**src/rtl/ptmr_pkg.sv**
```systemverilog
package ptmr_pkg;

    localparam int BUS_W    = 32;
    localparam int SRC_BIT  = 0;
    localparam int MODE_BIT = 16;

    localparam logic [3:0] OFS_CTRL  = 4'h0;
    localparam logic [3:0] OFS_LIMIT = 4'h4;
    localparam logic [3:0] OFS_VALUE = 4'h8;

    typedef struct packed {
        logic hold_at_limit;
        logic use_prescale;
    } ctrl_t;

    typedef enum logic [1:0] {
        RK_CTRL,
        RK_LIMIT,
        RK_VALUE,
        RK_NONE
    } rkind_t;

    function automatic rkind_t decode_ofs(input logic [3:0] ofs);
        case (ofs)
            OFS_CTRL:  return RK_CTRL;
            OFS_LIMIT: return RK_LIMIT;
            OFS_VALUE: return RK_VALUE;
            default:   return RK_NONE;
        endcase
    endfunction

    function automatic logic [BUS_W-1:0] ctrl_to_word(input ctrl_t c);
        logic [BUS_W-1:0] w;
        w           = '0;
        w[SRC_BIT]  = c.use_prescale;
        w[MODE_BIT] = c.hold_at_limit;
        return w;
    endfunction

endpackage

```
**src/rtl/ptmr_prescaler.sv**
```systemverilog
module ptmr_prescaler #(
    parameter int CNT_W = 32
) (
    input  logic             clk,
    input  logic             rst,
    input  logic             lim_we,
    input  logic [CNT_W-1:0] lim_wdata,
    output logic [CNT_W-1:0] lim_q,
    output logic             tick
);

    logic [CNT_W-1:0] cnt_q;

    assign tick = (cnt_q >= lim_q);

    always_ff @(posedge clk) begin
        if (rst) begin
            cnt_q <= '0;
            lim_q <= '0;
        end else begin
            cnt_q <= tick ? '0 : cnt_q + 1'b1;
            if (lim_we)
                lim_q <= lim_wdata;
        end
    end

    // a tick restarts the prescaler count
    a_r2_tick_restart: assert property (@(posedge clk) disable iff (rst)
        tick |=> (cnt_q == '0));

    // without a tick the count steps by one
    a_r2_count_step: assert property (@(posedge clk) disable iff (rst)
        !tick |=> (cnt_q == $past(cnt_q) + 1'b1));

    // a zero limit ticks on every clock
    a_r2_zero_limit: assert property (@(posedge clk) disable iff (rst)
        (lim_q == '0) |-> tick);

endmodule

```
**src/rtl/ptmr_counter.sv**
```systemverilog
module ptmr_counter
    import ptmr_pkg::*;
#(
    parameter int CNT_W = 32
) (
    input  logic             clk,
    input  logic             rst,
    input  logic             ctrl_we,
    input  logic             lim_we,
    input  logic             val_we,
    input  logic [BUS_W-1:0] wdata,
    input  logic             pre_tick,
    output ctrl_t            ctrl_q,
    output logic [CNT_W-1:0] lim_q,
    output logic [CNT_W-1:0] val_q,
    output logic             ovf_q
);

    logic             step;
    logic             at_lim;
    logic             wrap;
    logic [CNT_W-1:0] val_d;

    assign step   = ctrl_q.use_prescale ? pre_tick : 1'b1;
    assign at_lim = (val_q >= lim_q);
    assign wrap   = step && at_lim && !val_we;

    always_comb begin
        if (val_we)
            val_d = wdata[CNT_W-1:0];
        else if (wrap)
            val_d = ctrl_q.hold_at_limit ? lim_q : '0;
        else if (step)
            val_d = val_q + 1'b1;
        else
            val_d = val_q;
    end

    always_ff @(posedge clk) begin
        if (rst) begin
            ctrl_q <= '0;
            lim_q  <= '0;
            val_q  <= '0;
            ovf_q  <= 1'b0;
        end else begin
            val_q <= val_d;
            ovf_q <= wrap;
            if (ctrl_we) begin
                ctrl_q.use_prescale  <= wdata[SRC_BIT];
                ctrl_q.hold_at_limit <= wdata[MODE_BIT];
            end
            if (lim_we)
                lim_q <= wdata[CNT_W-1:0];
        end
    end

    // a value write loads the data and suppresses the pulse
    a_r7_value_load: assert property (@(posedge clk) disable iff (rst)
        val_we |=> (val_q == $past(wdata[CNT_W-1:0])) && !ovf_q);

    // overflow in clear mode returns to zero
    a_r4_clear_on_wrap: assert property (@(posedge clk) disable iff (rst)
        (!val_we && step && at_lim && !ctrl_q.hold_at_limit) |=> (val_q == '0));

    // overflow in hold mode parks at the old limit
    a_r5_hold_on_wrap: assert property (@(posedge clk) disable iff (rst)
        (!val_we && step && at_lim && ctrl_q.hold_at_limit) |=> (val_q == $past(lim_q)));

    // every overflow yields a pulse in the next cycle
    a_r6_pulse_follows: assert property (@(posedge clk) disable iff (rst)
        (!val_we && step && at_lim) |=> ovf_q);

    // no pulse without an overflow in the cycle before
    a_r6_pulse_only_on_wrap: assert property (@(posedge clk) disable iff (rst)
        !(step && at_lim) |=> !ovf_q);

    // in prescale mode the value is frozen between ticks
    a_r2_frozen_between_ticks: assert property (@(posedge clk) disable iff (rst)
        (ctrl_q.use_prescale && !pre_tick && !val_we) |=> $stable(val_q));

endmodule

```
**src/rtl/ptmr_rdmux.sv**
```systemverilog
module ptmr_rdmux
    import ptmr_pkg::*;
#(
    parameter int CNT_W      = 32,
    parameter int NUM_TIMERS = 2,
    parameter int ADDR_W     = 8
) (
    input  logic [ADDR_W-1:0]                  addr,
    input  logic [CNT_W-1:0]                   plim,
    input  ctrl_t [NUM_TIMERS-1:0]             ctrl_all,
    input  logic [NUM_TIMERS-1:0][CNT_W-1:0]   lim_all,
    input  logic [NUM_TIMERS-1:0][CNT_W-1:0]   val_all,
    output logic [BUS_W-1:0]                   rdata
);

    localparam int SLOT_W = ADDR_W - 4;

    logic [SLOT_W-1:0] slot;
    logic [3:0]        ofs;

    assign slot = addr[ADDR_W-1:4];
    assign ofs  = addr[3:0];

    always_comb begin
        rdata = '0;
        if (addr == '0)
            rdata = BUS_W'(plim);
        for (int k = 0; k < NUM_TIMERS; k++) begin
            if (slot == SLOT_W'(k + 1)) begin
                case (decode_ofs(ofs))
                    RK_CTRL:  rdata = ctrl_to_word(ctrl_all[k]);
                    RK_LIMIT: rdata = BUS_W'(lim_all[k]);
                    RK_VALUE: rdata = BUS_W'(val_all[k]);
                    default:  rdata = '0;
                endcase
            end
        end
    end

endmodule

```
**src/rtl/presc_timer.sv**
```systemverilog
module presc_timer
    import ptmr_pkg::*;
#(
    parameter int CNT_W      = 32,
    parameter int NUM_TIMERS = 2,
    parameter int ADDR_W     = 8
) (
    input  logic                  clk,
    input  logic                  rst,
    input  logic [ADDR_W-1:0]     bus_addr,
    input  logic                  bus_we,
    input  logic [BUS_W-1:0]      bus_wdata,
    output logic [BUS_W-1:0]      bus_rdata,
    output logic [NUM_TIMERS-1:0] ovf_pulse
);

    localparam int SLOT_W = ADDR_W - 4;

    logic                               pre_tick;
    logic [CNT_W-1:0]                   plim;
    ctrl_t [NUM_TIMERS-1:0]             ctrl_all;
    logic [NUM_TIMERS-1:0][CNT_W-1:0]   lim_all;
    logic [NUM_TIMERS-1:0][CNT_W-1:0]   val_all;
    rkind_t                             wr_kind;

    assign wr_kind = decode_ofs(bus_addr[3:0]);

    ptmr_prescaler #(.CNT_W(CNT_W)) u_presc (
        .clk       (clk),
        .rst       (rst),
        .lim_we    (bus_we && (bus_addr == '0)),
        .lim_wdata (bus_wdata[CNT_W-1:0]),
        .lim_q     (plim),
        .tick      (pre_tick)
    );

    for (genvar k = 0; k < NUM_TIMERS; k++) begin : g_tmr
        logic sel;
        assign sel = bus_we && (bus_addr[ADDR_W-1:4] == SLOT_W'(k + 1));

        ptmr_counter #(.CNT_W(CNT_W)) u_cnt (
            .clk      (clk),
            .rst      (rst),
            .ctrl_we  (sel && (wr_kind == RK_CTRL)),
            .lim_we   (sel && (wr_kind == RK_LIMIT)),
            .val_we   (sel && (wr_kind == RK_VALUE)),
            .wdata    (bus_wdata),
            .pre_tick (pre_tick),
            .ctrl_q   (ctrl_all[k]),
            .lim_q    (lim_all[k]),
            .val_q    (val_all[k]),
            .ovf_q    (ovf_pulse[k])
        );
    end

    ptmr_rdmux #(
        .CNT_W      (CNT_W),
        .NUM_TIMERS (NUM_TIMERS),
        .ADDR_W     (ADDR_W)
    ) u_rd (
        .addr     (bus_addr),
        .plim     (plim),
        .ctrl_all (ctrl_all),
        .lim_all  (lim_all),
        .val_all  (val_all),
        .rdata    (bus_rdata)
    );

    // outputs are quiet in the cycle after a reset
    a_r1_quiet_after_reset: assert property (@(posedge clk)
        $past(rst) |-> (ovf_pulse == '0));

endmodule

```
**config.mk**
```make
export PLATFORM = sky130hd
export DESIGN_NAME = presc_timer
export DESIGN_NICKNAME = d
export VERILOG_FILES = /design/src/rtl/ptmr_pkg.sv /design/src/rtl/ptmr_prescaler.sv /design/src/rtl/ptmr_counter.sv /design/src/rtl/ptmr_rdmux.sv /design/src/rtl/presc_timer.sv
export SDC_FILE = /design/constraint.sdc
export NUM_CORES = 1
export LEC_CHECK = 0
export BUFFER_PORTS_ARGS = -buffer_cell sky130_fd_sc_hd__buf_2
export CAP_MARGIN = 10
export CELL_PAD_IN_SITES_DETAIL_PLACEMENT = 1
export CELL_PAD_IN_SITES_GLOBAL_PLACEMENT = 1
export CORE_UTILIZATION = 48
export DETAILED_ROUTE_END_ITERATION = 6
export HOLD_SLACK_MARGIN = 0.15
export PLACE_DENSITY = 0.8
export SYNTH_ARGS = -nofsm -noshare
export SYNTH_HDL_FRONTEND = slang
export SYNTH_HIERARCHICAL = 1
export SYNTH_SLANG_ARGS = --single-unit
```
**constraint.sdc**
```tcl
create_clock -name clk -period 3.64 [get_ports clk]
set_clock_uncertainty 0.2 [all_clocks]
set_input_delay 0.182 -clock clk [delete_from_list [all_inputs] [get_ports clk]]
set_output_delay 0.182 -clock clk [all_outputs]
set_load 0.02 [all_outputs]
```
## Word-level counts from Yosys, hierarchy flattened

Cells that the tools add are included.

| storage, ports and cells | value |
|---|---|
| bits in registers | 198 |
| bits in latches | 0 |
| RAM bits | 0 |
| ROM bits | 0 |
| bits of input ports | 43 |
| memories | 0 |

| cells by class | value |
|---|---|
| add/subtract/negate cells | 3 |
| multipliers | 0 |
| div/mod/pow operators | 0 |
| $lt $le $gt $ge | 3 |
| eq/ne operators | 10 |
| shifts and indexed selects | 0 |
| multiplexer cells | 18 |
| bitwise logic cells | 0 |
| reductions and logical operators | 23 |

Operators with widths:

| cell | number |
|---|---|
| 32-bit 2-to-1 mux | 11 |
| 32-bit case mux with 3 select lines | 2 |
| 32-bit by 1-bit adder with 32-bit output (second input constant) | 3 |
| 32-bit greater-or-equal comparator | 3 |
| 1-bit logical AND | 13 |
| 8-bit zero test | 1 |
| 2-bit by 1-bit equality test with 1-bit output (second input constant) | 3 |
| 2-bit equality test (second input constant) | 3 |
| 2-bit zero test | 3 |
| 2-bit case mux with 3 select lines | 1 |
| 3-bit nonzero test | 2 |
| 4-bit by 1-bit equality test with 1-bit output (second input constant) | 1 |
| 4-bit by 2-bit equality test with 1-bit output (second input constant) | 1 |
| 4-bit by 3-bit equality test with 1-bit output (second input constant) | 1 |
| 4-bit equality test (second input constant) | 1 |
| 4-bit zero test | 1 |
| 2-bit 2-to-1 mux | 2 |
| 1-bit zero test | 2 |
| 1-bit 2-to-1 mux | 2 |
| 2-bit OR reduction | 1 |

## Logic depth before layout (Yosys ltp)

Gate-level depths: netlist of run 1.

| logic depth | value |
|---|---|
| word-level depth | 8 |
| depth in mapped cells | 13 |

## By module

The synthesis of run 1 kept the hierarchy.

By module, submodules not included:

| module | times used | cells an instance | area an instance (um^2) | sequential area each (um^2) |
|---|---|---|---|---|
| ptmr_counter | 2 | 555 | 4655.7 | 1341.3 |
| ptmr_prescaler | 1 | 367 | 3357.0 | 1281.2 |
| ptmr_rdmux | 1 | 173 | 1302.5 | 0.0 |
| presc_timer | 1 | 14 | 100.1 | 0.0 |

## Worst setup path before layout of run 1

OpenSTA, ideal clock, no wires.

| path | value |
|---|---|
| path type | reg-to-reg |
| start point | reg u_presc.cnt_q[0] |
| end point | reg g_tmr[0].u_cnt.val_q[27] |
| setup time | 69 ps |
| arrival time | 2807 ps |
| data required time | 3371 ps |
| path slack | 564 ps |
| stages on the path, launching flop included | 14 |
| path buffers | 2 |
| cell sequence | dfxtp_1 > inv_1 > ha_1 > nand2b_4 > a2111oi_2 > a2111oi_0 > or3_1 > a21o_1 > nor2b_1 > clkbuf_1 > clkbuf_1 > nor2_1 > mux2_2 > o21ai_1 |

| on the way | value |
|---|---|
| longest elaborated chain between the ends | 6 |

Ends and longest elaborated chain:

| what | line | text |
|---|---|---|
| from (decl) | ptmr_prescaler.sv:12 | `logic [CNT_W-1:0] cnt_q;` |
| from (signal assigned) | ptmr_prescaler.sv:21 | `cnt_q <= tick ? '0 : cnt_q + 1'b1;` |
| 32-bit greater-or-equal comparator * | ptmr_prescaler.sv:14 | `assign tick = (cnt_q >= lim_q);` |
| net pre_tick | presc_timer.sv:19 | `logic pre_tick;` |
| 1-bit 2-to-1 mux * | ptmr_counter.sv:24 | `assign step = ctrl_q.use_prescale ? pre_tick : 1'b1;` |
| 1-bit logical AND (2 in a row) | ptmr_counter.sv:26 | `assign wrap = step && at_lim && !val_we;` |
| 32-bit 2-to-1 mux | ptmr_counter.sv:31 | `else if (wrap)` |
| 32-bit 2-to-1 mux | ptmr_counter.sv:29 | `if (val_we)` |
| to (signal assigned) | ptmr_counter.sv:46 | `val_q <= val_d;` |
| to (decl) | ptmr_counter.sv:15 | `output logic [CNT_W-1:0] val_q,` |

Mark *: on every way through the listed nets, which the timed path passes. The rest lies on a longest branch.
A chain may end at the register's enable or synchronous reset.

## Worst setup path in the final report of run 1

| path | value |
|---|---|
| start point | reg u_presc.lim_q[11] |
| end point | reg g_tmr[0].u_cnt.val_q[7] |

| on the way | value |
|---|---|
| longest elaborated chain between the ends | 6 |

Ends and longest elaborated chain:

| what | line | text |
|---|---|---|
| from (decl) | ptmr_prescaler.sv:8 | `output logic [CNT_W-1:0] lim_q,` |
| from (signal assigned) | ptmr_prescaler.sv:23 | `lim_q <= lim_wdata;` |
| 32-bit greater-or-equal comparator * | ptmr_prescaler.sv:14 |  |
| net pre_tick | presc_timer.sv:19 |  |
| 1-bit 2-to-1 mux * | ptmr_counter.sv:24 |  |
| 1-bit logical AND (2 in a row) | ptmr_counter.sv:26 |  |
| 32-bit 2-to-1 mux | ptmr_counter.sv:31 |  |
| 32-bit 2-to-1 mux | ptmr_counter.sv:29 |  |

Marked as above.

==> results.cfg, run 1 <==
[routing]
drtIter0Drc = 1302
drt-total-wl_mm = 50.5
vias = 13434
wire_per_inst_um = 23.9
routed_via_density = 6.35
drtAntennaViolNets = 0
drc = 0
drt_pass1_iterations = 5

[power_and_ir_drop]
power_frac_comb = 0.073
p_seq_frac = 0.484
p_int_mw = 3.32
p_sw_mw = 1.17
p_leak_nw = 5.58
power_frac_clock = 0.443
switching_share = 0.261
power_density_nw_per_um2 = 288
peakVddDrop_mv = 0.332

[global_route]
antenna_found_initial = 0
grt_pass1_vias = 13759
grt_overflow = 0
grt_usage = 0.335
grt_first_pass_wirelength_mm = 78.7
grt_max_degree = 61

[synthesis]
avgSynthCellArea_um2 = 8.46
synthFlopType = dfxtp_1
synth_top_area_share = 0.282
ys_async_sr_fraction = 0
ys_seq_area_frac = 0.282
yosysTopAreaCell = dfxtp_1
synthTopCellsByArea = dfxtp_1 (28%), mux2i_1 (8.8%), ha_1 (8.8%)
ys_warn_count = 6
syn-num-nets = 1806
ys_seq_elements = 198
ys_types = 75
syn_inst = 1664
synth_edf_count = 0
netlist_area_um2 = 14100

[timing]
period_share = 0.947
rsz0062_at_grt = no
fmax_mhz = 290
tightest_slew_ns = 0.807
setup-tns-final_ns = 0
slew_viol_final = 0
slew_headroom = 0.458
min_period_ns = 3.45
setup_ws_ns = 0.192
finalHoldViolations = 0
setup_viol = 0

[clocking]
post_cts_buffers = 0
cts_buffers = 17
clkTransAtPathRegs_ns = 0.08
cts_sinks = 198
clock-root-buffer = clkbuf_16
post_cts_resized = 0
cts-hold-fix-buffers = 38
htree_levels = 4
cts_tree = done
cts.path.max_buffers = 2
clk_latency_ns = 0.46

[placed_design]
port-buffer-count = 76
gp_congestion = 0.922
preCtsSetupSlack_ns = 0.305
place_hpwl_mm = 35.1

[floorplan]
design.core.area_um2 = 28800
initial_core_util = 0.489
pin_count = 77
dieArea_um2 = 30000
die_h_um = 173
dieWidth_um = 173
core.rowCount = 62

[cells_and_area]
layout_common_cells = dfxtp_1 (198), nor2_1 (150), mux2i_1 (124)
drive_above_1_share = 0.151
final_common_cell = dfxtp_1
diodes = 0
fin_nets = 1861
area_delta_synth_final_pct = 10.9

[worst_setup_path]
critPathMaxFanout = 35
critPathKind = reg -> reg
crit_path_start_kind = flip-flop
startpoint = u_presc/lim_q[11]$_SDFFE_PP0P_
r2r-start = u_presc/lim_q[11]$_SDFFE_PP0P_
cp.required_ns = 3.76
arrival_ns = 3.56
cp-end-kind = flip-flop

[outcome]
status = finished, final reports clean

[job]
maxCapViolCount = 0

[worst_hold_path]
min_from = bus_addr[5]
hp-class = in -> reg
[metal layers]
metal / vias to the layer above / part of all wire / track usage
li1: 6102 / - / -
met1: 6709 / 0.42 / 0.421
met2: 494 / 0.47 / 0.554
met3: 129 / 0.071 / 0.0776
met4: 0 / 0.038 / 0.135
met5: - / 0 / 0
[path summary, 6_finish.rpt]
path	end	slack, ns	cells past startpoint
min reg2reg	u_presc/cnt_q[0]$_SDFF_PP0_	0.27	1
max	g_tmr[0].u_cnt/val_q[7]$_SDFFE_PP0P_	0.19	13
min	g_tmr[0].u_cnt/ctrl_q[1]$_SDFFE_PP0P_	0.19	5
max reg2reg	g_tmr[0].u_cnt/val_q[7]$_SDFFE_PP0P_	0.19	13
[flip-flops by register name (all words and copies together) (netlist names)]
signal / cells
g_tmr.u_cnt/ctrl_q: 4
g_tmr.u_cnt/ovf_q: 2
g_tmr.u_cnt/val_q: 64
u_presc/lim_q: 32
u_presc/cnt_q: 32
g_tmr.u_cnt/lim_q: 64
[cell usage after synthesis (12+ instances only)]
master	number
o21ai_0	43
a22o_1	30
buf_6	24
and4_1	12
mux2i_1	124
clkbuf_1	56
a221oi_1	14
dfxtp_1	198
xor2_1	48
inv_1	119
xnor2_1	28
nand2_1	122
nor2_1	150
a21oi_1	73
nor2_2	30
nand4_1	35
nor3b_1	18
nor3_1	15
a21o_1	20
o22ai_1	74
a22oi_1	60
mux2_2	34
ha_1	99
nand3_1	49
nand4b_1	12
and3_1	17
[power by group through the flow]
stage                     sequential [mW]  clock [mW]  combinational, mW
after detailed placement             2.22           0              0.281
after floorplan                      2.23           0              0.155
after CTS                            2.17        2.02              0.313
final                                2.17        1.99              0.326
after global routing                 2.17        2.10              0.335
after global placement               2.22           0              0.277
[through the flow]
stage               std cells  hold slack [ns]  cell area (um2)  total power, mW   util
global placement         2046            0.251            14600             2.50  0.509
floorplan                1664            0.128            14100             2.38      -
CTS                      2116            0.151            15600             4.51  0.542
detailed placement       2046            0.258            14600             2.51  0.509
global route             2116            0.197            15600             4.61  0.542
finish                   2116            0.185            15600             4.49  0.542
[worst max-delay path, cell delays in order (launching register included)]
cell and delay, ns:
dfxtp_1 0.38, inv_1 0.06, ha_1 0.32, a21oi_1 0.12, o21ai_0 0.15, a221o_1 0.37, or3_1 0.34, a21o_1 0.27
nor2b_2 0.20, buf_12 0.23, nor3_1 0.08, a21o_1 0.17, a221oi_1 0.30, a221oi_1 0.13
[layout make-up]
class,count,area [um2]
repair buffers,150,1120
multi-input cells,1233,9010
flip-flops and latches,198,3960
inverters,119,447
clock buffers,20,447
well taps,384,480
fillers,3485,13200
clock inverters,12,143
[kinds of logic (layout without fill, tap and decap cells)]
kind of cell               count (synthesis)  in the layout  synth area share
AOI/OAI and AO/OA                        364            364             0.178
xor gates and xnor gates                  76             76            0.0473
adders and majority gates                 99             99            0.0880
buffers and inverters                    233            301            0.0822
muxes                                    160            160             0.118
DFF                                      198            198             0.282
and+or+nand+nor                          534            534             0.206
Note: power is estimated with default switching activity, not from simulation.
==> run 2, diff against run 1 <==
RECOVER_POWER = 100   (was unset)
==> run 2 against run 1 <==
  * Register-to-register slack is essentially flat
  * Combinational power shrank 1%
  * Worst hold slack lost 0.0079 ns
  * Sequential share of layout area grew 0.17 points
  * Utilization shrank 0.37 points
  * Critical endpoint is now bus_rdata[15]
  * Highest routed layer unchanged
==> results.cfg, run 2 (synthesis results as in run 1) <==
[outcome]
status = finished, final reports clean

[worst_setup_path]
critPathKind = in -> out
r2r_cells = 13
r2r-start = u_presc/lim_q[11]$_SDFFE_PP0P_
crit_path_start_kind = input pin
crit_chain = dlygate4sd3_1 > clkbuf_1 > or4_1 > nor2_4 > a22o_1 > clkbuf_1
r2r_end = g_tmr[0].u_cnt/val_q[7]$_SDFFE_PP0P_
worst_path_largest_cell_delay_ns = 0.92
cp.required_ns = 3.26
crit_top_cell = clkbuf_1
r2r_slack_ns = 0.19
crit_path_top_delay_cell = nor2_4
path_delay_family = simple AND/OR/NAND/NOR gates
arrival_ns = 3.22
critPathMaxFanout = 32
cp-end-kind = primary output
path_buf_inv = 3
cp.depth = 6

[timing]
min_period_ns = 3.61
slew_viol_final = 0
rsz0062_at_grt = no
fmax_mhz = 277
period_share = 0.991
tightest_slew_ns = 1.37
slew_headroom = 0.0890
finalHoldViolations = 0
whs_ns = 0.178
setup-tns-final_ns = 0
setup_viol = 0

[worst_hold_path]
hold-path-cell-count = 5
hp-class = in -> reg
whs_endpoint = g_tmr[0].u_cnt/ctrl_q[1]$_SDFFE_PP0P_
min_from = bus_addr[5]

[cells_and_area]
fin_nets = 1861
diodes = 0
drive_above_1_share = 0.126
final_common_cell = dfxtp_1
reg_top3 = g_tmr.u_cnt/lim_q: 64 flops, g_tmr.u_cnt/val_q: 64 flops
layout_common_cells = dfxtp_1 (198), nor2_1 (154), mux2i_1 (124)
area_delta_synth_final_pct = 10.2

[power_and_ir_drop]
peakVddDrop_mv = 0.332
power_density_nw_per_um2 = 290
p_leak_nw = 5.40

[global_route]
grt_first_pass_wirelength_mm = 78.7
grt_max_degree = 61
grt_usage = 0.335
gr-usage-met1 = 0.421
grt_overflow = 0
antenna_found_initial = 0
use_met3 = 0.0776
grt_pass1_vias = 13759
grt_use_met2 = 0.554
top_usage_layer = met2

[clocking]
cts_sinks = 198
cts_buffers = 17
clkTransAtPathRegs_ns = 0.08
cts.path.max_buffers = 2
clk_latency_ns = 0.46
clock-root-buffer = clkbuf_16
cts_tree = done
post_cts_resized = 0
htree_levels = 4

[placed_design]
port-buffer-count = 76
place_hpwl_mm = 35.1
gp_congestion = 0.922

[routing]
wire_per_inst_um = 24.0
routed_via_density = 6.36
vias = 13448
drtIter0Drc = 1240
drt-total-wl_mm = 50.7
drtAntennaViolNets = 0
drt_pass1_iterations = 6
drc = 0

[floorplan]
design.core.area_um2 = 28800
dieArea_um2 = 30000
dieWidth_um = 173
die_h_um = 173
core.rowCount = 62
initial_core_util = 0.489
pin_count = 77

[job]
maxCapViolCount = 0
-- run 2: cell count changes in the layout (fill, tap and decap cells not counted), moves of 7 or more --
cell | before | now
clkbuf_2 | 0 | 9
buf_2 | 75 | 41
clkbuf_1 | 2 | 34
buf_4 | 30 | 23
-- run 2: layer usage --
metal / vias up / wire length (um) / part of all wire
li1: 6109 / - / -
met1: 6705 / 21400 / 0.42
met2: 517 / 23800 / 0.47
met3: 117 / 3770 / 0.074
met4: 0 / 1730 / 0.034
met5: - / 0 / 0
-- run 2: repair_timing --
item | CTS | global route
setup buffers | 0 | 0
hold endpoints to repair | 164 | 0
hold buffers | 38 | 0
-- run 2: worst max path at each step --
stage | from | end | slack (ns)
floorplan | u_presc/cnt_q[0]$_SDFF_PP0_ | g_tmr[0].u_cnt/val_q[27]$_SDFFE_PP0P_ | 0.56
global placement | u_presc/lim_q[0]$_SDFFE_PP0P_ | g_tmr[0].u_cnt/val_q[7]$_SDFFE_PP0P_ | 0.42
detailed placement | u_presc/lim_q[11]$_SDFFE_PP0P_ | g_tmr[0].u_cnt/val_q[7]$_SDFFE_PP0P_ | 0.31
CTS | u_presc/lim_q[11]$_SDFFE_PP0P_ | g_tmr[0].u_cnt/val_q[7]$_SDFFE_PP0P_ | 0.22
global route | u_presc/lim_q[6]$_SDFFE_PP0P_ | g_tmr[1].u_cnt/val_q[2]$_SDFFE_PP0P_ | 0.01
finish | bus_addr[1] | bus_rdata[15] | 0.03
-- run 2: layout make-up --
cell class              instances  area (um2)
fillers                      3506       13300
multi-input cells            1233        8960
flip-flops and latches        198        3960
repair buffers                150        1060
well taps                     384         480
clock buffers                  20         447
inverters                     119         447
clock inverters                12         143
-- run 2: tightest hold or removal path: stages --
cell	delay, ns
buf_2	0.13
or4b_4	0.17
nor3_1	0.11
mux2i_1	0.14
nor2_1	0.08
-- run 2: stage by stage --
step	instance area [um2]	setup slack, ns	total power, mW	util	cells
3_3_place_gp	14600	0.424	2.50	0.509	2046
6_report	15500	0.0333	4.49	0.539	2116
5_1_grt	15500	0.0135	4.61	0.539	2116
2_1_floorplan	14100	0.564	2.38	-	1664
3_5_place_dp	14600	0.305	2.51	0.509	2046
4_1_cts	15600	0.218	4.51	0.542	2116
-- run 2: report_power, final --
part           switching, mW  internal (mW)
Sequential           0.00571           2.17
Clock                  0.948           1.04
Combinational          0.217          0.105
Total                   1.17           3.32
==> run 3, diff against run 2 <==
CORE_UTILIZATION = 43   (was 48)
CTS_CLUSTER_DIAMETER = 50   (was unset)
PLACE_DENSITY = 0.75   (was 0.8)
SLEW_MARGIN = 20   (was unset)
clock period = 2.9 ns   (was 3.64 ns; I/O delays follow)
==> run 3 against run 2 <==
  * The run now ends with setup timing left
  * Combinational power is 62% higher
  * Critical path depth increased by 7
  * Final cell count rose by 16%
  * Final area is 23% higher
  * Via count grew 15%
  * Die area up 11%
  * Critical path type is now reg -> reg
  * Critical endpoint is now g_tmr[0].u_cnt/val_q[29]$_SDFFE_PP0P_
  * Largest power group unchanged
  * Highest routed layer is now met5
==> results.cfg, run 3 (synthesis results as in run 1) <==
[outcome]
status = finished, violations left
failed_checks = setup timing

[timing]
min_period_ns = 3.23
setup_ws_ns = -0.333
fmax_mhz = 309
slew_viol_final = 0
setup_viol = 91
finalHoldViolations = 0
tightest_slew_ns = 0.987
setup-tns-final_ns = -14.22
slew_headroom = 0.333
rsz0062_at_grt = yes
period_share = 1.11

[cells_and_area]
instances_no_fill = 2451
postLayoutCellArea_um2 = 19100
reg_top3 = g_tmr.u_cnt/lim_q: 64 flops, g_tmr.u_cnt/val_q: 64 flops
area_delta_synth_final_pct = 35.6
drive_above_1_share = 0.336
diodes = 0
layout_common_cells = buf_4 (262), dfxtp_1 (178), nor2_1 (165)
fin_nets = 2145
final_common_cell = buf_4

[job]
maxCapViolCount = 0

[placed_design]
place_hpwl_mm = 38.7
place_area_um2 = 16600
port-buffer-count = 76
placed_cells = 2337
gp_congestion = 0.931

[worst_setup_path]
critPathKind = reg -> reg
r2r_end = g_tmr[0].u_cnt/val_q[29]$_SDFFE_PP0P_
crit_path_start_kind = flip-flop
cp.required_ns = 3.09
r2r_slack_ns = -0.33
r2r-start = u_presc/lim_q[13]$_SDFFE_PP0P_
arrival_ns = 3.42
r2r_cells = 13
critPathMaxFanout = 8
cp-end-kind = flip-flop

[global_route]
grt_first_pass_wirelength_mm = 88.8
grt_usage = 0.345
antenna_found_initial = 1
grt_overflow = 0
grt_max_degree = 65
grt_pass1_vias = 15684

[worst_hold_path]
hp-class = in -> reg
hold-path-cell-count = 5
whs_endpoint = g_tmr[1].u_cnt/ctrl_q[1]$_SDFFE_PP0P_
min_from = bus_we

[floorplan]
core.rowCount = 65
initial_core_util = 0.441
design.core.area_um2 = 31900
dieWidth_um = 183
die_h_um = 183
dieArea_um2 = 33500
pin_count = 77

[clocking]
cts_sinks = 198
htree_levels = 4
clock-root-buffer = clkbuf_16
cts_buffers = 17
cts.path.max_buffers = 2
cts_tree = done
clkTransAtPathRegs_ns = 0.08
clk_latency_ns = 0.48

[power_and_ir_drop]
peakVddDrop_mv = 0.433
p_leak_nw = 7.46
power_density_nw_per_um2 = 305
p_total_mw = 5.82

[routing]
wire_per_inst_um = 26.1
vias = 15408
top_layer = met5
met2_length_mm = 30.7
drt_pass1_iterations = 5
routed_via_density = 6.29
wirelength_met1_mm = 25.5
drtIter0Drc = 1382
dr_wl_met3_mm = 4.46
drc = 0
drtAntennaViolNets = 0
drt-total-wl_mm = 63.9
-- run 3: worst max-delay path: stages, from the launching register on --
cell and delay (ns):
dfxtp_2 0.36, inv_2 0.05, ha_4 0.22, a21o_1 0.17, a21o_1 0.18, a221o_1 0.32, or3_4 0.41, a21o_4 0.27
nor2b_4 0.16, buf_12 0.16, buf_8 0.14, a21oi_2 0.04, mux2_4 0.29, o21ai_2 0.17
-- run 3: timing repair --
action                                  in CTS  in global routing
cloned                                       2                  3
pin swaps                                   38                 65
buffers inserted                            19                 21
hold endpoints to repair                   164                  0
gates resized for setup                    111                169
hold buffers                                41                  0
endpoints found under the setup margin      66                 75
-- run 3: worst max path at each step --
stage                                          startpoint  slack [ns]                                    end
floorplan                     u_presc/cnt_q[0]$_SDFF_PP0_        0.01  g_tmr[0].u_cnt/val_q[15]$_SDFFE_PP0P_
global placement     g_tmr[1].u_cnt/lim_q[5]$_SDFFE_PP0P_       -0.32  g_tmr[1].u_cnt/val_q[30]$_SDFFE_PP0P_
detailed placement  g_tmr[0].u_cnt/lim_q[11]$_SDFFE_PP0P_       -0.39  g_tmr[0].u_cnt/val_q[26]$_SDFFE_PP0P_
CTS                        u_presc/lim_q[13]$_SDFFE_PP0P_       -0.11   g_tmr[1].u_cnt/val_q[7]$_SDFFE_PP0P_
global route               u_presc/lim_q[13]$_SDFFE_PP0P_       -0.36  g_tmr[0].u_cnt/val_q[29]$_SDFFE_PP0P_
finish                     u_presc/lim_q[13]$_SDFFE_PP0P_       -0.33  g_tmr[0].u_cnt/val_q[29]$_SDFFE_PP0P_
-- run 3: layer usage --
| layer | global-route usage | up-vias |
|---|---|---|
| li1 | - | 6671 |
| met1 | 0.429 | 7711 |
| met2 | 0.588 | 801 |
| met3 | 0.0471 | 221 |
| met4 | 0.162 | 4 |
| met5 | 0 | - |
-- run 3: area by class of cell --
| cell class | count | area (um2) |
|---|---|---|
| Sequential cell | 198 | 3990 |
| Clock inverter | 14 | 165 |
| Inverter | 119 | 447 |
| Timing Repair Buffer | 434 | 3600 |
| Multi-Input combinational cell | 1233 | 9890 |
| Fill cell | 3702 | 12800 |
| Tap cell | 435 | 544 |
| Clock buffer | 18 | 439 |
-- run 3: metrics by stage --
| step | util | setup WS [ns] | hold WS (ns) |
|---|---|---|---|
| after floorplan | - | 0.0104 | 0.0910 |
| after global placement | 0.522 | -0.320 | 0.273 |
| after detailed placement | 0.522 | -0.393 | 0.279 |
| after CTS | 0.575 | -0.107 | 0.170 |
| after global routing | 0.598 | -0.363 | 0.207 |
| final | 0.598 | -0.333 | 0.191 |
-- run 3: where the power goes --
part           total [mW]  switching, mW  internal (mW)  leakage (nW)
clock                2.57           1.25           1.32         0.296
sequential           2.72        0.00300           2.72          1.61
combinational       0.523          0.332          0.192          5.56
total                5.82           1.59           4.23          7.46
